### src/rtl/dcs_pkg.sv
`timescale 1ns/1ps
package dcs_pkg;
    typedef enum logic [1:0] {
        RD_IDLE = 2'd0,
        RD_SUM  = 2'd1,
        RD_SHOW = 2'd2
    } rd_state_e;
endpackage

### src/rtl/dcs_pde_bit.sv
`timescale 1ns/1ps
// One storage bit. Dual-edge variant: value is rise_q ^ fall_q; each edge's
// flop loads (wanted value ^ partner flop) so the XOR becomes the wanted value.
module dcs_pde_bit #(
    parameter bit DUAL_EDGE = 1'b1
) (
    input  logic clk,
    input  logic d,
    output logic q
);
    if (DUAL_EDGE) begin : g_dual
        logic rise_q;
        logic fall_q;
        always_ff @(posedge clk) rise_q <= d ^ fall_q;
        always_ff @(negedge clk) fall_q <= d ^ rise_q;
        assign q = rise_q ^ fall_q;
    end else begin : g_single
        logic hold_q;
        always_ff @(posedge clk) hold_q <= d;
        assign q = hold_q;
    end
endmodule

### src/rtl/dcs_ha_cell.sv
`timescale 1ns/1ps
// Half-adder cell with registered sum and registered carry-out.
module dcs_ha_cell #(
    parameter bit DUAL_EDGE = 1'b1
) (
    input  logic clk,
    input  logic clr,
    input  logic cin,
    output logic sum_o,
    output logic cout_o
);
    logic s_d;
    logic c_d;

    always_comb begin
        s_d = clr ? 1'b0 : (sum_o ^ cin);
        c_d = clr ? 1'b0 : (sum_o & cin);
    end

    dcs_pde_bit #(.DUAL_EDGE(DUAL_EDGE)) u_sum (
        .clk(clk), .d(s_d), .q(sum_o)
    );
    dcs_pde_bit #(.DUAL_EDGE(DUAL_EDGE)) u_cry (
        .clk(clk), .d(c_d), .q(cout_o)
    );
endmodule

### src/rtl/dcs_csa_core.sv
`timescale 1ns/1ps
// Carry-save counting array. cry_o[i] carries weight 2^i; bit 0 is always 0.
module dcs_csa_core #(
    parameter int WIDTH     = 32,
    parameter bit DUAL_EDGE = 1'b1
) (
    input  logic             clk,
    input  logic             clr,
    output logic [WIDTH-1:0] sum_o,
    output logic [WIDTH-1:0] cry_o
);
    logic [WIDTH-1:0] inc;

    // The increment enters at bit 0; higher bits take the saved carry.
    assign inc      = {cry_o[WIDTH-1:1], 1'b1};
    assign cry_o[0] = 1'b0;

    for (genvar i = 0; i < WIDTH; i++) begin : g_bit
        if (i < WIDTH - 1) begin : g_cell
            dcs_ha_cell #(.DUAL_EDGE(DUAL_EDGE)) u_cell (
                .clk    (clk),
                .clr    (clr),
                .cin    (inc[i]),
                .sum_o  (sum_o[i]),
                .cout_o (cry_o[i+1])
            );
        end else begin : g_top
            // Top bit: its carry-out is the wrap and is dropped.
            logic top_d;
            assign top_d = clr ? 1'b0 : (sum_o[i] ^ inc[i]);
            dcs_pde_bit #(.DUAL_EDGE(DUAL_EDGE)) u_top (
                .clk(clk), .d(top_d), .q(sum_o[i])
            );
        end
    end

    // Checks on the combined value of the two saved vectors.
    logic [1:0]       age_q;
    logic [WIDTH-1:0] tot;
    always_ff @(posedge clk) age_q <= {age_q[0], 1'b1};
    assign tot = sum_o + cry_o;

    if (DUAL_EDGE) begin : g_chk_dual
        logic clr_nq;
        always_ff @(negedge clk) clr_nq <= clr;

        p_two_steps_r1: assert property (@(posedge clk) disable iff (clr)
            (age_q[1] && !$past(clr) && !clr_nq) |-> (tot == $past(tot) + WIDTH'(2)));

        p_clear_zero_r4: assert property (@(posedge clk) disable iff (clr)
            (age_q[1] && $past(clr) && clr_nq) |-> (tot == '0));
    end else begin : g_chk_single
        p_one_step_r2: assert property (@(posedge clk) disable iff (clr)
            (age_q[1] && !$past(clr)) |-> (tot == $past(tot) + WIDTH'(1)));

        p_clear_zero_r4: assert property (@(posedge clk) disable iff (clr)
            (age_q[1] && $past(clr)) |-> (tot == '0));
    end
endmodule

### src/rtl/dcs_reader.sv
`timescale 1ns/1ps
// Snapshot reader: copies both saved vectors, adds them CHUNK bits per cycle.
module dcs_reader
    import dcs_pkg::*;
#(
    parameter int WIDTH = 32,
    parameter int CHUNK = 8
) (
    input  logic             clk,
    input  logic             clr,
    input  logic             snap,
    input  logic [WIDTH-1:0] sum_i,
    input  logic [WIDTH-1:0] cry_i,
    output logic [WIDTH-1:0] val_o,
    output logic             rdy_o
);
    localparam int NCH  = WIDTH / CHUNK;
    localparam int IDXW = (NCH > 1) ? $clog2(NCH) : 1;
    localparam logic [IDXW-1:0] IDX_LAST = IDXW'(NCH - 1);

    rd_state_e              st_q;
    rd_state_e              st_d;
    logic [WIDTH-1:0]       a_q;
    logic [WIDTH-1:0]       b_q;
    logic [WIDTH-CHUNK-1:0] acc_q;
    logic [WIDTH-1:0]       out_q;
    logic [IDXW-1:0]        idx_q;
    logic                   cy_q;
    logic [CHUNK:0]         part;
    logic [WIDTH-1:0]       acc_nx;

    assign part   = {1'b0, a_q[CHUNK-1:0]} + {1'b0, b_q[CHUNK-1:0]}
                  + {{CHUNK{1'b0}}, cy_q};
    assign acc_nx = {part[CHUNK-1:0], acc_q};

    // Next state.
    always_comb begin
        st_d = st_q;
        unique case (st_q)
            RD_IDLE: if (snap) st_d = RD_SUM;
            RD_SUM:  if (idx_q == IDX_LAST) st_d = RD_SHOW;
            RD_SHOW: st_d = RD_IDLE;
            default: st_d = RD_IDLE;
        endcase
        if (clr) st_d = RD_IDLE;
    end

    // State register.
    always_ff @(posedge clk) st_q <= st_d;

    // Datapath.
    always_ff @(posedge clk) begin
        if (clr) begin
            out_q <= '0;
            idx_q <= '0;
            cy_q  <= 1'b0;
        end else begin
            case (st_q)
                RD_IDLE: if (snap) begin
                    a_q   <= sum_i;
                    b_q   <= cry_i;
                    idx_q <= '0;
                    cy_q  <= 1'b0;
                end
                RD_SUM: begin
                    a_q   <= a_q >> CHUNK;
                    b_q   <= b_q >> CHUNK;
                    acc_q <= acc_nx[WIDTH-1:CHUNK];
                    cy_q  <= part[CHUNK];
                    idx_q <= idx_q + IDXW'(1);
                    if (idx_q == IDX_LAST) out_q <= acc_nx;
                end
                default: ;
            endcase
        end
    end

    // Outputs.
    always_comb begin
        rdy_o = (st_q == RD_SHOW);
        val_o = out_q;
    end

    p_show_pulse_r7: assert property (@(posedge clk) disable iff (clr)
        rdy_o |=> !rdy_o);

    p_result_hold_r7: assert property (@(posedge clk) disable iff (clr)
        (!$past(clr) && !$rose(rdy_o)) |-> $stable(val_o));

    p_busy_no_restart_r8: assert property (@(posedge clk) disable iff (clr)
        (st_q == RD_SUM) |=> (st_q != RD_IDLE));
endmodule

### src/rtl/dcs_counter.sv
`timescale 1ns/1ps
module dcs_counter #(
    parameter int WIDTH     = 32,
    parameter bit DUAL_EDGE = 1'b1,
    parameter int CHUNK     = 8
) (
    input  logic             clk,
    input  logic             clr,
    input  logic             snap,
    output logic [WIDTH-1:0] cnt_o,
    output logic             cnt_rdy_o
);
    logic [WIDTH-1:0] sum_v;
    logic [WIDTH-1:0] cry_v;

    dcs_csa_core #(.WIDTH(WIDTH), .DUAL_EDGE(DUAL_EDGE)) u_core (
        .clk   (clk),
        .clr   (clr),
        .sum_o (sum_v),
        .cry_o (cry_v)
    );

    dcs_reader #(.WIDTH(WIDTH), .CHUNK(CHUNK)) u_rd (
        .clk   (clk),
        .clr   (clr),
        .snap  (snap),
        .sum_i (sum_v),
        .cry_i (cry_v),
        .val_o (cnt_o),
        .rdy_o (cnt_rdy_o)
    );
endmodule

### config.mk
export PLATFORM = sky130hd
export DESIGN_NAME = dcs_counter
export DESIGN_NICKNAME = d
export VERILOG_FILES = /design/src/rtl/dcs_pkg.sv /design/src/rtl/dcs_pde_bit.sv /design/src/rtl/dcs_ha_cell.sv /design/src/rtl/dcs_csa_core.sv /design/src/rtl/dcs_reader.sv /design/src/rtl/dcs_counter.sv
export SDC_FILE = /design/constraint.sdc
export NUM_CORES = 1
export LEC_CHECK = 0
export ABC_AREA = 1
export BUFFER_PORTS_ARGS = -buffer_cell sky130_fd_sc_hd__buf_2
export CAP_MARGIN = 5
export CORE_MARGIN = 2
export CORE_UTILIZATION = 55
export CTS_CLUSTER_DIAMETER = 40
export CTS_CLUSTER_SIZE = 24
export DETAILED_ROUTE_END_ITERATION = 8
export PLACE_DENSITY = 0.79
export SETUP_SLACK_MARGIN = 0.05
export SLEW_MARGIN = 5
export SYNTH_ARGS = -nofsm -noshare
export SYNTH_HDL_FRONTEND = slang
export SYNTH_SLANG_ARGS = --single-unit
### constraint.sdc
create_clock -name clk -period 5.45 [get_ports clk]
set_clock_uncertainty 0.1 [all_clocks]
set_input_delay 0.2725 -clock clk [delete_from_list [all_inputs] [get_ports clk]]
set_output_delay 0.2725 -clock clk [all_outputs]
set_load 0.01 [all_outputs]
==> impl_metrics.tcl <==
set metrics [dict create \
    start_kind "flop" \
    critPathRequiredTime_ns 5.82 \
    hold_start "clr" \
    holdWs_ns 0.170 \
    cp-end-kind "flop" \
    clk_latency_ns 0.59 \
    grt_overflow_total 0 \
    place_area_um2 10400 \
    status "finished clean" \
    final-max-slew-violation-count 0 \
    stdcell_area_um2 11700 \
    rsz0062_at_grt "no" \
    p_leak_nw 5.52 \
    clk_pin_slew_ns 0.07 \
    yosysTopAreaCellShare_pct 32.4 \
    synth_edf_count 88 \
    routed_wirelength_mm 16.3 \
    track_usage_pct 17.7 \
    synthTopCellsByCount "nand2_1, dfxtp_1, xnor2_1" \
    synthArstFlopShare_pct 0 \
    grt_pass1_wl_mm 29.1 \
    ys_ff_latch 251 \
    remaining_drc_errors 0 \
    syn-cell-area_um2 10100 \
    ir_drop_uv 358 \
    fill_cells 1349 \
    vias 6354 \
    postSynthCellCount 972 \
    drt_first_pass_iters 4 \
    grt_pass1_vias 6600 \
    worst_hold_path_type "in2reg" \
    cts.sinks 251 \
    drv_cap 0 \
    max-clock-path-buffers 3 \
    post_cts_resized 0 \
    drtAntennaViolNets 0 \
    htreeDepth 1 \
    post-synth-top-count-cell "nand2_1" \
    dr.first_iter.drc_count 287 \
    relSlewSlack_pct 33.1 \
    gp_congestion 0.740 \
    portBuffers 35 \
    r2r_end "u_core.g_bit[16].g_cell.u_cell.u_sum.g_dual.rise_q$_DFF_P_" \
    drive_gt1_share_pct 9.45 \
    dp_hpwl_mm 9.98 \
    die_h_um 139 \
    cts_buffers 31 \
    n_antenna_cell 0 \
    synthFlopType "dfxtp_1" \
    critPathKind "reg2reg" \
    die_w_um 139 \
    routedWlPerCell_um 12.3 \
    ios 36 \
    power-per-cell-area_nw_per_um2 564 \
    postCtsSetupBuffers 0 \
    fp-row-count 49 \
    final.setup.tns_ns 0 \
    ys_seq_area_share_pct 58.7 \
    hold_violations 0 \
    initial_core_util_pct 56.0 \
    synth_area_leaders "dfxtp_1, edfxtp_1, nand2_1, xnor2_1, xor2_1" \
    worstMarginPinSlew_ns 1.00 \
    reg2reg_depth 4 \
    grt_start_max_net_pins 67 \
    worstReg2RegStart "u_core.g_bit[15].g_cell.u_cell.u_cry.g_dual.fall_q$_DFF_N_" \
    dieArea_um2 19400 \
    hold_path_end "u_rd.idx_q[0]$_SDFFE_PP0P_" \
    cts-root-buf "clkbuf_16" \
    syn_avg_cell_area_um2 10.3 \
    critPathArrivalTime_ns 4.47 \
    design.core.area_um2 18000 \
    synth_nets 1015 \
    via_per_inst 4.78 \
    yosys.area.top_type "dfxtp_1" \
    worstPathMaxFanout 2 \
    cts_hold_buf 0 \
    antenna_found_initial 0 \
    cts_tree "done" \
    synth_cell_types 26 \
    rrSetupSlack_ns 1.36 \
    power_mw 6.59 \
    whs_path_depth 2 \
    yosysWarnings 0 \
    setup_viol 0 \
    syn_to_final_growth_pct 16.0 \
    nets 1120 \
]
[layout make-up]
class / instances / area, um2 / share of cell area [%]
Sequential cell: 251 / 5910 / 50.6
Multi-Input combinational cell: 637 / 3780 / 32.4
Clock buffer: 33 / 805 / 6.89
Clock inverter: 87 / 484 / 4.15
Tap cell: 229 / 287 / 2.45
Inverter: 54 / 208 / 1.78
Timing Repair Buffer: 39 / 205 / 1.76
[cell usage in the layout, fill, tap and decap left out, types with 14 or more instances in the layout]
| cell type | netlist | routed |
|---|---|---|
| a21oi_1 | 46 | 46 |
| buf_2 | 17 | 35 |
| clkbuf_16 | 0 | 32 |
| dfxtp_1 | 163 | 163 |
| edfxtp_1 | 88 | 88 |
| ha_1 | 38 | 38 |
| inv_1 | 51 | 113 |
| nand2_1 | 326 | 326 |
| nor2_1 | 15 | 14 |
| xnor2_1 | 97 | 97 |
| xor2_1 | 78 | 78 |
[metrics by stage]
stage	worst slack [ns]	util [%]	std cells
floorplan	1.54	-	972
global placement	0.831	57.8	1211
detailed placement	0.813	57.8	1211
CTS	1.33	65.0	1330
global route	1.24	65.0	1330
finish	1.36	65.0	1330
[routing by layer]
metal	wire length [um]	track usage [%]
met1	7110	21.2
met2	8040	31.7
met3	700	3.34
met4	450	6.17
met5	0	0
[power breakdown]
group          internal (mW)  total [mW]  switching (mW)
Combinational          0.798        1.65           0.849
Clock                   1.23        2.22           0.989
Sequential              2.44        2.72           0.273
Total                   4.48        6.59            2.11
[cell families (layout without fill, tap and decap cells)]
family	count (synthesis)	count (layout)	synth area share, %
adders and majority gates	40	40	5.13
buffers and inverters	84	213	3.81
AOI/OAI and AO/OA	62	62	3.28
DFF	251	251	58.7
and+or+nand+nor	360	360	13.8
xor gates and xnor gates	175	175	15.2
[worst max path at each step]
stage                                                                from                                                    endpoint  slack (ns)
2_1_floorplan                                                         clr                                       u_rd.a_q[0]$_DFFE_PP_        1.54
3_3_place_gp                                                          clr          u_core.g_bit[31].g_top.u_top.g_dual.fall_q$_DFF_N_        0.83
5_1_grt        u_core.g_bit[15].g_cell.u_cell.u_cry.g_dual.fall_q$_DFF_N_  u_core.g_bit[16].g_cell.u_cell.u_sum.g_dual.rise_q$_DFF_P_        1.24
6_report       u_core.g_bit[15].g_cell.u_cell.u_cry.g_dual.fall_q$_DFF_N_  u_core.g_bit[16].g_cell.u_cell.u_sum.g_dual.rise_q$_DFF_P_        1.36
4_1_cts        u_core.g_bit[15].g_cell.u_cell.u_cry.g_dual.fall_q$_DFF_N_  u_core.g_bit[16].g_cell.u_cell.u_sum.g_dual.rise_q$_DFF_P_        1.33
3_5_place_dp                                                          clr  u_core.g_bit[23].g_cell.u_cell.u_cry.g_dual.fall_q$_DFF_N_        0.81
[flip-flops by register name, indices dropped and copies added, names as in the netlist, 2 cells and up]
signal / count
u_rd.val_o: 32
u_rd.acc_q: 24
u_rd.a_q: 32
u_core.g_bit.g_cell.u_cell.u_sum.g_dual.rise_q: 31
u_core.g_bit.g_cell.u_cell.u_cry.g_dual.fall_q: 31
u_rd.b_q: 32
u_rd.st_q: 2
u_rd.idx_q: 2
u_core.g_bit.g_cell.u_cell.u_sum.g_dual.fall_q: 31
u_core.g_bit.g_cell.u_cell.u_cry.g_dual.rise_q: 31
[worst max-delay path, stage by stage (launching register included)]
cell and delay, ns:
dfxtp_1 0.36, xor2_1 0.27, ha_1 0.28, nand2_1 0.11, xnor2_1 0.12
No activity file was read; power rests on OpenSTA's default activity.
